`src/rtl/cond_gate_pkg.sv`:
```
package cond_gate_pkg;

  localparam int unsigned COND_W  = 4;
  localparam int unsigned FLAG_W  = 4;
  localparam int unsigned BASE_N  = 1 << (COND_W - 1);
  localparam int unsigned SEL_W   = COND_W - 1;

  typedef enum logic [COND_W-1:0] {
    CC_EQ = 4'h0, CC_NE = 4'h1, CC_CS = 4'h2, CC_CC = 4'h3,
    CC_MI = 4'h4, CC_PL = 4'h5, CC_VS = 4'h6, CC_VC = 4'h7,
    CC_HI = 4'h8, CC_LS = 4'h9, CC_GE = 4'hA, CC_LT = 4'hB,
    CC_GT = 4'hC, CC_LE = 4'hD, CC_AL = 4'hE, CC_NV = 4'hF
  } cond_code_e;

  typedef struct packed {
    logic neg;
    logic zero;
    logic carry;
    logic ovf;
  } flags_t;

  // signed compare result "a >= b" after a subtract sets the flags
  function automatic logic f_signed_ge(flags_t f);
    return ~(f.neg ^ f.ovf);
  endfunction

  // unsigned compare result "a > b"
  function automatic logic f_unsigned_hi(flags_t f);
    return f.carry & ~f.zero;
  endfunction

  // predicate of the even code in pair number sel
  function automatic logic f_base_pred(logic [SEL_W-1:0] sel, flags_t f);
    logic r;
    case (sel)
      3'd0:    r = f.zero;
      3'd1:    r = f.carry;
      3'd2:    r = f.neg;
      3'd3:    r = f.ovf;
      3'd4:    r = f_unsigned_hi(f);
      3'd5:    r = f_signed_ge(f);
      3'd6:    r = ~f.zero & f_signed_ge(f);
      default: r = 1'b1;
    endcase
    return r;
  endfunction

endpackage

```
`src/rtl/cond_field_slice.sv`:
```
module cond_field_slice #(
  parameter int unsigned INSTR_W  = 32,
  parameter int unsigned COND_W   = 4,
  localparam int unsigned COND_LSB = INSTR_W - COND_W
) (
  input  logic [INSTR_W-1:0] instr_i,
  output logic [COND_W-1:0]  cond_o
);
  assign cond_o = instr_i[INSTR_W-1:COND_LSB];

  // the bits below the field play no part in the decision
  logic unused_low;
  assign unused_low = ^instr_i[COND_LSB-1:0];
endmodule

```
`src/rtl/cond_base_bank.sv`:
```
module cond_base_bank
  import cond_gate_pkg::*;
(
  input  flags_t            flags_i,
  output logic [BASE_N-1:0] pred_vec_o
);
  for (genvar g = 0; g < BASE_N; g++) begin : g_lane
    assign pred_vec_o[g] = f_base_pred(SEL_W'(g), flags_i);
  end
endmodule

```
`src/rtl/cond_resolve.sv`:
```
module cond_resolve
  import cond_gate_pkg::*;
(
  input  logic [COND_W-1:0] cond_i,
  input  logic [BASE_N-1:0] pred_vec_i,
  output logic              base_hit_o,
  output logic              exec_o,
  output logic              reserved_o
);
  logic [SEL_W-1:0] pair_sel;
  logic             invert;

  assign pair_sel   = cond_i[COND_W-1:1];
  assign invert     = cond_i[0];
  assign base_hit_o = pred_vec_i[pair_sel];
  // the always-true lane inverted gives the never-execute code
  assign exec_o     = base_hit_o ^ invert;
  assign reserved_o = (cond_code_e'(cond_i) == CC_NV);
endmodule

```
`src/rtl/cond_gate.sv`:
```
module cond_gate
  import cond_gate_pkg::*;
(
  input  logic [31:0]       instr_i,
  input  logic [FLAG_W-1:0] flags_i,
  output logic              exec_o,
  output logic              reserved_o
);
  localparam int unsigned INSTR_W = 32;

  logic [COND_W-1:0] cond_code;
  logic [BASE_N-1:0] pred_vec;
  logic              base_hit;
  flags_t            flags_s;

  assign flags_s = flags_t'(flags_i);

  cond_field_slice #(.INSTR_W(INSTR_W), .COND_W(COND_W)) slice_i (
    .instr_i (instr_i),
    .cond_o  (cond_code)
  );

  cond_base_bank bank_i (
    .flags_i    (flags_s),
    .pred_vec_o (pred_vec)
  );

  cond_resolve resolve_i (
    .cond_i     (cond_code),
    .pred_vec_i (pred_vec),
    .base_hit_o (base_hit),
    .exec_o     (exec_o),
    .reserved_o (reserved_o)
  );
endmodule

```
`config.mk`:
```
export PLATFORM = sky130hd
export DESIGN_NAME = cond_gate
export DESIGN_NICKNAME = d
export VERILOG_FILES = /design/src/rtl/cond_gate_pkg.sv /design/src/rtl/cond_field_slice.sv /design/src/rtl/cond_base_bank.sv /design/src/rtl/cond_resolve.sv /design/src/rtl/cond_gate.sv
export SDC_FILE = /design/constraint.sdc
export NUM_CORES = 1
export LEC_CHECK = 0
export BUFFER_PORTS_ARGS = -buffer_cell sky130_fd_sc_hd__buf_2
export CAP_MARGIN = 5
export CORE_AREA = 2 2 39 41
export DETAILED_ROUTE_END_ITERATION = 6
export DIE_AREA = 0 0 41 43
export GPL_TIMING_DRIVEN = 0
export MAX_ROUTING_LAYER = met4
export PLACE_DENSITY_LB_ADDON = 0.05
export SLEW_MARGIN = 5
export SYNTH_ARGS = -nofsm -noshare
export SYNTH_HDL_FRONTEND = slang
export SYNTH_SLANG_ARGS = --single-unit
```
`constraint.sdc`:
```
create_clock -name vclk -period 2.1
set_clock_uncertainty 0.05 [all_clocks]
set_input_delay 0.315 -clock vclk [all_inputs]
set_output_delay 0.315 -clock vclk [all_outputs]
set_load 0.005 [all_outputs]
```
# Yosys cells after proc, flatten, opt, wreduce, memory -nomap -nowiden
# Index checks and enable logic that the tools add are counted.
word_totals:
  mem_bits_rw: 0
  ff_bits: 0
  rom_bits: 0
  in_bits: 36
  wordCells: 10
  output_inout_bits: 2
  mem_count: 0
  latch_bits: 0
op_classes:
  multipliers: 0
  n_bitwise: 6
  eq_ne: 1
  magnitude_cmp: 1
  shifts: 0
  mux: 2
  n_reduce_logical: 0
  addsub: 0
  n_div: 0
op_table:
  columns: ["cell", "count"]
  rows:
  - ["$eq A4 B4 Y1 const B", 1]
  - ["$lt A3 B4 Y1 const B", 1]
  - ["$bmux W1 S3", 1]
  - ["$and A1 B1 Y1", 2]
  - ["$not A1 Y1", 2]
  - ["$xor A1 B1 Y1", 2]
  - ["$mux W1", 1]

# Longest topological paths before layout
# Gate-level depths: netlist (run 1).
logic_depth:
  ltp_word: 6
  ltp_mapped: 4
  ltp_nobuf: 4

# By module
# A second synthesis (run 1) with hierarchy kept.
hier_totals:
  cells_unflattened: 25
  area_unflattened_um2: 200.2
by_module_without_submodules:
  columns: ["mod", "area_each_um2", "cells_each", "n_inst", "seq_area_each_um2"]
  rows:
  - ["cond_resolve", 105.1, 12, 1, 0.0]
  - ["cond_base_bank", 65.1, 9, 1, 0.0]
  - ["cond_field_slice", 30.0, 4, 1, 0.0]

# Least setup slack after synthesis (run 1)
# Ideal clock, no wire load.
synth_timing:
  kind: "in2out"
  from: "input port instr_i[30]"
  to: "output port exec_o"
  required_ns: 1.735
  n_path_buf: 0
  path_stages: 4
  path_slack_ns: 0.834
  arrival_ns: 0.901
  path_cell_list: "nor2_1 > a21oi_1 > o311ai_1 > xnor2_1"
synth_via:
  elab_chain_cells: 3
synth_lines:
  columns: ["element", "line", "source"]
  rows:
  - ["start, declared", "cond_gate.sv:4", "input logic [31:0] instr_i,"]
  - ["$bmux W1 S3", "cond_resolve.sv:15", "assign base_hit_o = pred_vec_i[pair_sel];"]
  - ["$mux W1 (implied by the code)", "cond_resolve.sv:15", null]
  - ["$xor A1 B1 Y1", "cond_resolve.sv:17", "assign exec_o = base_hit_o ^ invert;"]
  - ["end, declared", "cond_gate.sv:6", "output logic exec_o,"]
# No other way between the ends. The select of a mux whose other input is x is not followed.

# Final worst setup path (run 1)
# Same ends and word-level chain as after synthesis.

==> metrics.sh, run 1 <==
OUTCOME='completed'
YOSYS.AREA_SHARE.ADDER_PCT=0
LEAKAGEPOWER_uW=0.00008105
CRITICAL_PATH.MOST_COMMON_CELL='sky130_fd_sc_hd__buf_2'
FINAL_LAYOUT_NET_COUNT=61
HOLDBUFCOUNTCTS=0
GRT_OVERFLOW=0
DRTPASS1ITERATIONS=1
AVGSYNTHCELLAREA_UM2=7.026
SYNTHDOMINANTAREACELLTYPE='sky130_fd_sc_hd__xor2_1'
FIN_CRIT_SH_PCT=76.72
SYNTH_TOP_FAMILY_BY_AREA='XOR/XNOR gates'
YS_SEQ_AREA_SHARE_PCT=0
FINAL.CLKBUF_COUNT=0
FINAL-SEQ-AREA_UM2=0
FINALSETUPVIOLATIONS=0
POST_ROUTE_CELLS_DRIVE_ABOVE_1_SHARE_PCT=47.83
PLACED_CELLS=39
DETAIL_ROUTE.WL_PER_CELL_UM=7.821
SYNTHSIMPLEGATEAREAFRAC_PCT=27.40
SYN_AREA_UM2=91.34
SLEW_HEADROOM_PCT=77.86
FINAL.SETUP.TNS_NS=0
MAXIMUM_NUMBER_OF_PINS_ON_ONE_NET_BEFORE_GLOBAL_ROUTE_REPAIR=6
GRT_FIRST_PASS_WIRELENGTH_UM=448
GP_ROUTABILITY_CONGESTION=0.5736
DR.FIRST_ITER.DRC_COUNT=0
N_SEQUENTIAL_CELL=0
INSERTEDDIODECOUNT=0
DRC=0
WORSTSETUPENDPOINTTYPE='output pin'
TIMING.CRITICAL_PATH.SLOWEST_STAGE_CELL='sky130_fd_sc_hd__o311ai_1'
GRT_SETUP_UNREPAIRED='no'
SYNTH.AREA.MUX_SHARE_PCT=10.96
GRT_ANTENNA_BEFORE_REPAIR=0
DIE_WIDTH_UM=41
DRV_SLEW=0
TIMING_HOLD_VIOLATIONS_FINAL=0
BUFFER_PORTS.INSERTED=10
TIMING.CRITICAL_PATH.SLOWEST_CELL_DELAY_NS=0.31
VIAS_PER_CELL=3.282
WORST_SETUP_PATH_START_KIND='input pin'
VIA_COUNT_OF_THE_FIRST_GLOBAL_ROUTING_PASS=119
IO_PINS=38
FINAL_CELL_COUNT_NO_FILL=39
TOTAL_DIE_AREA_UM2=1763
PLACE_HPWL_UM=281.4
SYNTHESIZED_AREA_FRACTION_OCCUPIED_BY_AO_OA_AOI_AND_OAI_CELLS_PCT=24.66
POST_CTS_RESIZE_COUNT=0
DESIGN.CORE.AREA_UM2=1384
INITIAL_STANDARD_CELL_UTILIZATION_OF_THE_CORE_PCT=6.600
PATH_CLASS='in2out'
OVERALL_DIE_HEIGHT_UM=43
ROUTED_WIRELENGTH_UM=305
GROUTE.USAGE.OVERALL_PCT=3.480
CRITPATHREQUIREDTIME_NS=1.74
VIA_COUNT=128
CRITPATHLAUNCH='instr_i[30]'
SYNTHESIS.INSTANCES=13
CRITICAL_PATH.ENDPOINT='exec_o'
CRITPATHARRIVALTIME_NS=1.25
YOSYSTOPAREACELLSHARE_PCT=19.18
POWERDENSITY_nW_PER_UM2=187.5
SYNTH.TOP_CELLS.BY_AREA='sky130_fd_sc_hd__xor2_1, sky130_fd_sc_hd__and4_2, sky130_fd_sc_hd__mux2i_1'
SYNTH.YOSYS.WARNINGS=0
POST_CTS_BUFFERS=0
SYNTHESIS.NETS=49
SYNTH_XOR_XNOR_AREA_SHARE_PCT=28.77
ROUTE.ANTENNA.REMAINING_NETS=0
IRDROPWORSTVDD_mV=0.02864
FIN_AREA_UM2=161.4
SYNTHDISTINCTLIBCELLS=11
TIMING.CRITICAL_PATH.FANOUT_MAX=5
PLACEMENT_ROWS=14
POSTLAYOUTCOREUTIL_PCT=11.66
LAYOUT_MIN_CYCLE_TIME_NS=1.611
HOLD-WORST-SLACK_NS=0.8515
MAXCLOCKFREQUENCY_MHz=620.7
TIGHTESTPINTRANSITION_NS=0.3269
MAXCAPVIOLATIONS=0
AREA_GROWTH_PCT=76.71
CRIT_PATH_CELL_TRACE='buf_2 -> nor2_1 -> a21oi_1 -> o311ai_1 -> xnor2_1 -> buf_2'
PLACED_CELL_AREA_UM2=161.4
MIN_PATH_TYPE='in2out'
[kinds of logic after synthesis]
kind of cell,after synthesis
simple gates,4
compound gates,3
xor+xnor,3
buf+inv,2
mux,1
[per-layer routing]
layer	track usage, %	vias up	share of wire, %
li1	-	69	-
met1	4.747	53	45
met2	5.938	6	45
met3	0	0	9.5
met4	0	0	0
met5	-	-	0
[synthesized netlist by cell type]
cell,number
sky130_fd_sc_hd__inv_1,2
sky130_fd_sc_hd__xor2_1,2
sky130_fd_sc_hd__a21oi_1,1
sky130_fd_sc_hd__and4_2,1
sky130_fd_sc_hd__mux2i_1,1
sky130_fd_sc_hd__nand2b_1,1
sky130_fd_sc_hd__nand3_1,1
sky130_fd_sc_hd__nor2_1,1
sky130_fd_sc_hd__o221ai_1,1
sky130_fd_sc_hd__o311ai_1,1
sky130_fd_sc_hd__xnor2_1,1
[how the worst min path moves through the flow]
| stage | startpoint | to | slack, ns | cells after the start |
|---|---|---|---|---|
| 2_1_floorplan | instr_i[28] | exec_o | 0.64 | 1 |
| 3_3_place_gp | instr_i[28] | exec_o | 0.85 | 3 |
| 3_5_place_dp | instr_i[28] | exec_o | 0.85 | 3 |
| 4_1_cts | instr_i[28] | exec_o | 0.85 | 3 |
| 5_1_grt | instr_i[28] | exec_o | 0.86 | 3 |
| 6_report | instr_i[28] | exec_o | 0.85 | 3 |
[layout make-up]
cell class         count  area [um2]
repair buffers        10       50.05
well taps             16       20.02
multi-input cells     11       83.83
inverters              2       7.507
fillers              168        1222
[report_power, final]
| part | internal, uW | switching, uW |
|---|---|---|
| clock network | 0 | 0 |
| registers | 0 | 0 |
| logic | 16.2 | 14.0 |
| total | 16.2 | 14.0 |
[through the flow]
step	power, uW	setup WS, ns
after floorplan	14.11	0.8335
after global placement	31.25	0.4721
after detailed placement	30.76	0.4847
after CTS	30.84	0.4835
after global routing	33.95	0.4026
final	30.27	0.4890
[cells in the final DEF, fill, tap and decap left out]
cell type,count
sky130_fd_sc_hd__and4_2,1
sky130_fd_sc_hd__mux2i_1,1
sky130_fd_sc_hd__nand3_1,1
sky130_fd_sc_hd__inv_1,2
sky130_fd_sc_hd__xnor2_1,1
sky130_fd_sc_hd__o221ai_1,1
sky130_fd_sc_hd__a21oi_1,1
sky130_fd_sc_hd__xor2_1,2
sky130_fd_sc_hd__o311ai_1,1
sky130_fd_sc_hd__nor2_1,1
sky130_fd_sc_hd__buf_2,10
sky130_fd_sc_hd__nand2b_1,1
[worst max-delay path: cells and delay by family]
family                    cells  cell delay [ns]
AOI/OAI and AO/OA             2             0.37
xor gates and xnor gates      1             0.15
buffers and inverters         2             0.26
and+or+nand+nor               1             0.15
(Power assumes the default switching activity.)
==> inputs of run 2 (changes only) <==
- ABC_AREA: unset -> 1
- clock period: 2.1 -> 1.6 ns (I/O delays scaled with it)
==> metrics.sh, run 2 <==
OUTCOME='completed'  # unchanged
PATH_CLASS='in2out'  # unchanged
DRC=0  # unchanged
SYNTH_TOP_CELLS_BY_COUNT='sky130_fd_sc_hd__nand2_1, sky130_fd_sc_hd__inv_1, sky130_fd_sc_hd__nand3_1'  # was sky130_fd_sc_hd__inv_1, sky130_fd_sc_hd__xor2_1
TIMING.CRITICAL_PATH.FANOUT_MAX=5  # unchanged
SYNTHESIZED_AREA_FRACTION_OCCUPIED_BY_AO_OA_AOI_AND_OAI_CELLS_PCT=7.921  # was 24.66%
CRITPATHLAUNCH='instr_i[29]'  # was instr_i[30]
FINAL.SETUP.TNS_NS=0  # unchanged
SYN_AREA_UM2=126.4  # was 91.34 um2
SYNTH_TOP_FAMILY_BY_AREA='simple AND/OR/NAND/NOR gates'  # was XOR/XNOR gates
TIMING_HOLD_VIOLATIONS_FINAL=0  # unchanged
CRITICAL_PATH.ENDPOINT='exec_o'  # unchanged
DESIGN.CORE.AREA_UM2=1384  # unchanged
GRT_ANTENNA_BEFORE_REPAIR=0  # unchanged
MAXCLOCKFREQUENCY_MHz=766.8
POSTLAYOUTCOREUTIL_PCT=14.20  # was 11.66%
VIAS_PER_CELL=3.655  # was 3.282
TOTAL_DIE_AREA_UM2=1763  # unchanged
FILLERS=170  # was 168
YOSYSMOSTFREQUENTCELL='sky130_fd_sc_hd__nand2_1'
MIN_PATH_TYPE='in2out'  # unchanged
SYNTHDOMINANTAREACELLTYPE='sky130_fd_sc_hd__nand2_1'  # was sky130_fd_sc_hd__xor2_1
ROUTED_WIRELENGTH_UM=396  # was 305 um
SYNTH_XOR_XNOR_AREA_SHARE_PCT=0  # was 28.77%
WORST_HOLD_PATH.NUM_CELLS=4  # was 3
SLEW_HEADROOM_PCT=86.55  # was 77.86%
YOSYS.AREA_SHARE.ADDER_PCT=0  # unchanged
INITIAL_STANDARD_CELL_UTILIZATION_OF_THE_CORE_PCT=9.132  # was 6.600%
VIA_COUNT=201  # was 128
GRT_OVERFLOW=0  # unchanged
INSERTEDDIODECOUNT=0  # unchanged
GRT_SETUP_UNREPAIRED='no'  # unchanged
CRITPATHARRIVALTIME_NS=1.01  # was 1.25 ns
OVERALL_DIE_HEIGHT_UM=43  # unchanged
POWERDENSITY_nW_PER_UM2=226.8  # was 187.5 nW/um2
WORST_SETUP_PATH_START_KIND='input pin'  # unchanged
PLACE_HPWL_UM=371.2  # was 281.4 um
FINAL_LAYOUT_NET_COUNT=77  # was 61
TIGHTESTPINTRANSITION_NS=0.2000  # was 0.3269 ns
FINAL-SEQ-AREA_UM2=0  # unchanged
POST_CTS_BUFFERS=0  # unchanged
LEAKAGEPOWER_uW=0.0001302  # was 0.00008105 uW
AVGSYNTHCELLAREA_UM2=4.358  # was 7.026 um2
SYNTHSIMPLEGATEAREAFRAC_PCT=68.32  # was 27.40%
N_SEQUENTIAL_CELL=0  # unchanged
PLACEMENT_ROWS=14  # unchanged
CRITPATHREQUIREDTIME_NS=1.31  # was 1.74 ns
DIE_WIDTH_UM=41  # unchanged
POST_ROUTE_CELLS_DRIVE_ABOVE_1_SHARE_PCT=30.77  # was 47.83%
SYNTH.AREA.MUX_SHARE_PCT=0  # was 10.96%
DRV_SLEW=0  # unchanged
MAXIMUM_NUMBER_OF_PINS_ON_ONE_NET_BEFORE_GLOBAL_ROUTE_REPAIR=6  # unchanged
SYNTH.YOSYS.WARNINGS=0  # unchanged
FINAL.CLKBUF_COUNT=0  # unchanged
IRDROPWORSTVDD_mV=0.04755  # was 0.02864 mV
HOLDBUFCOUNTCTS=0  # unchanged
GP_ROUTABILITY_CONGESTION=0.6602  # was 0.5736
DR.FIRST_ITER.DRC_COUNT=4  # was 0
SYNTH.TOP_CELLS.BY_AREA='sky130_fd_sc_hd__nand2_1, sky130_fd_sc_hd__inv_1, sky130_fd_sc_hd__nand3_1'  # was sky130_fd_sc_hd__xor2_1, sky130_fd_sc_hd__and4_2, sky130_fd_sc_hd__mux2i_1
AREA_GROWTH_PCT=55.45  # was 76.71%
SYNTHDISTINCTLIBCELLS=9  # was 11
BUFFER_PORTS.INSERTED=10  # unchanged
ROUTE.ANTENNA.REMAINING_NETS=0  # unchanged
GROUTE.USAGE.OVERALL_PCT=5.118  # was 3.480%
MOST_COMMON_LIBRARY_CELL_IN_THE_LAYOUT_IGNORING_FILL_AND_TAPS='sky130_fd_sc_hd__buf_2'  # unchanged
IO_PINS=38  # unchanged
FIN_CRIT_SH_PCT=81.51
LAYOUT_MIN_CYCLE_TIME_NS=1.304
DETAIL_ROUTE.WL_PER_CELL_UM=7.200  # was 7.821 um
FINAL_CELL_MIX='sky130_fd_sc_hd__buf_2, sky130_fd_sc_hd__nand2_1, sky130_fd_sc_hd__inv_1'  # was sky130_fd_sc_hd__buf_2, sky130_fd_sc_hd__inv_1, sky130_fd_sc_hd__xor2_1
MAXCAPVIOLATIONS=0  # unchanged
YOSYSTOPAREACELLSHARE_PCT=26.73  # was 19.18%
YS_SEQ_AREA_SHARE_PCT=0  # unchanged
GRT_FIRST_PASS_WIRELENGTH_UM=662  # was 448 um
FINALSETUPVIOLATIONS=0  # unchanged
SYNTHESIS.INSTANCES=29  # was 13
WORSTSETUPENDPOINTTYPE='output pin'  # unchanged
VIA_COUNT_OF_THE_FIRST_GLOBAL_ROUTING_PASS=176  # was 119
POST_CTS_RESIZE_COUNT=0  # unchanged
DRTPASS1ITERATIONS=4  # was 1
SYNTHESIS.NETS=65  # was 49
[run 2: cell count changes after synthesis, moves of 2 or more]
cell / previous run / this run
sky130_fd_sc_hd__nand3_1: 1 / 5
sky130_fd_sc_hd__inv_1: 2 / 7
sky130_fd_sc_hd__xor2_1: 2 / 0
sky130_fd_sc_hd__nor2_1: 1 / 3
sky130_fd_sc_hd__nand2_1: 0 / 9
[run 2: cells by family (layout without fill, tap and decap cells)]
logic type      count (synthesis)  count (layout)
simple gates                   19              19
buf+inv                         8              18
compound gates                  2               2
[run 2: worst max-delay path: stages]
cell	delay (ns)
sky130_fd_sc_hd__buf_2	0.13
sky130_fd_sc_hd__nor2_1	0.14
sky130_fd_sc_hd__a21oi_1	0.08
sky130_fd_sc_hd__nand2_1	0.07
sky130_fd_sc_hd__nand3_1	0.09
sky130_fd_sc_hd__nand2_1	0.07
sky130_fd_sc_hd__nand2_1	0.04
sky130_fd_sc_hd__nand2_1	0.05
sky130_fd_sc_hd__buf_2	0.10
[run 2: worst min path at each step]
stage / startpoint / slack, ns / endpoint
6_report: instr_i[28] / 0.74 / exec_o
5_1_grt: instr_i[28] / 0.78 / reserved_o
4_1_cts: instr_i[28] / 0.75 / exec_o
3_5_place_dp: instr_i[28] / 0.75 / exec_o
3_3_place_gp: instr_i[28] / 0.74 / exec_o
2_1_floorplan: instr_i[30] / 0.52 / reserved_o
[run 2: cell type report]
class	instances	area [um2]	area share [%]
Tap cell	16	20.02	10.19
Timing Repair Buffer	10	50.05	25.48
Inverter	8	30.03	15.29
Multi-Input combinational cell	21	96.34	49.04
[run 2: per-stage QoR]
stage	power (uW)	cells	setup slack (ns)	instance area, um2	hold slack (ns)
floorplan	24.37	29	0.6107	126.4	0.5157
global placement	45.53	55	0.2783	196.4	0.7371
detailed placement	45.38	55	0.2832	196.4	0.7490
CTS	45.55	55	0.2811	196.4	0.7490
global route	52.47	55	0.1620	196.4	0.7787
finish	44.56	55	0.2959	196.4	0.7421
[run 2: where the power goes]
group | switching [uW] | internal, uW | total (uW)
clock | 0 | 0 | 0
combinational | 24.7 | 19.9 | 44.6
sequential | 0 | 0 | 0
[run 2: metal layers]
layer  track usage (%)  up-vias  part of all wire (%)
met5                 -        -                     0
met4                 0        0                     0
met3                 0        0                   3.0
met2             9.063        4                    56
met1             6.646       88                    41
li1                  -      109                     -
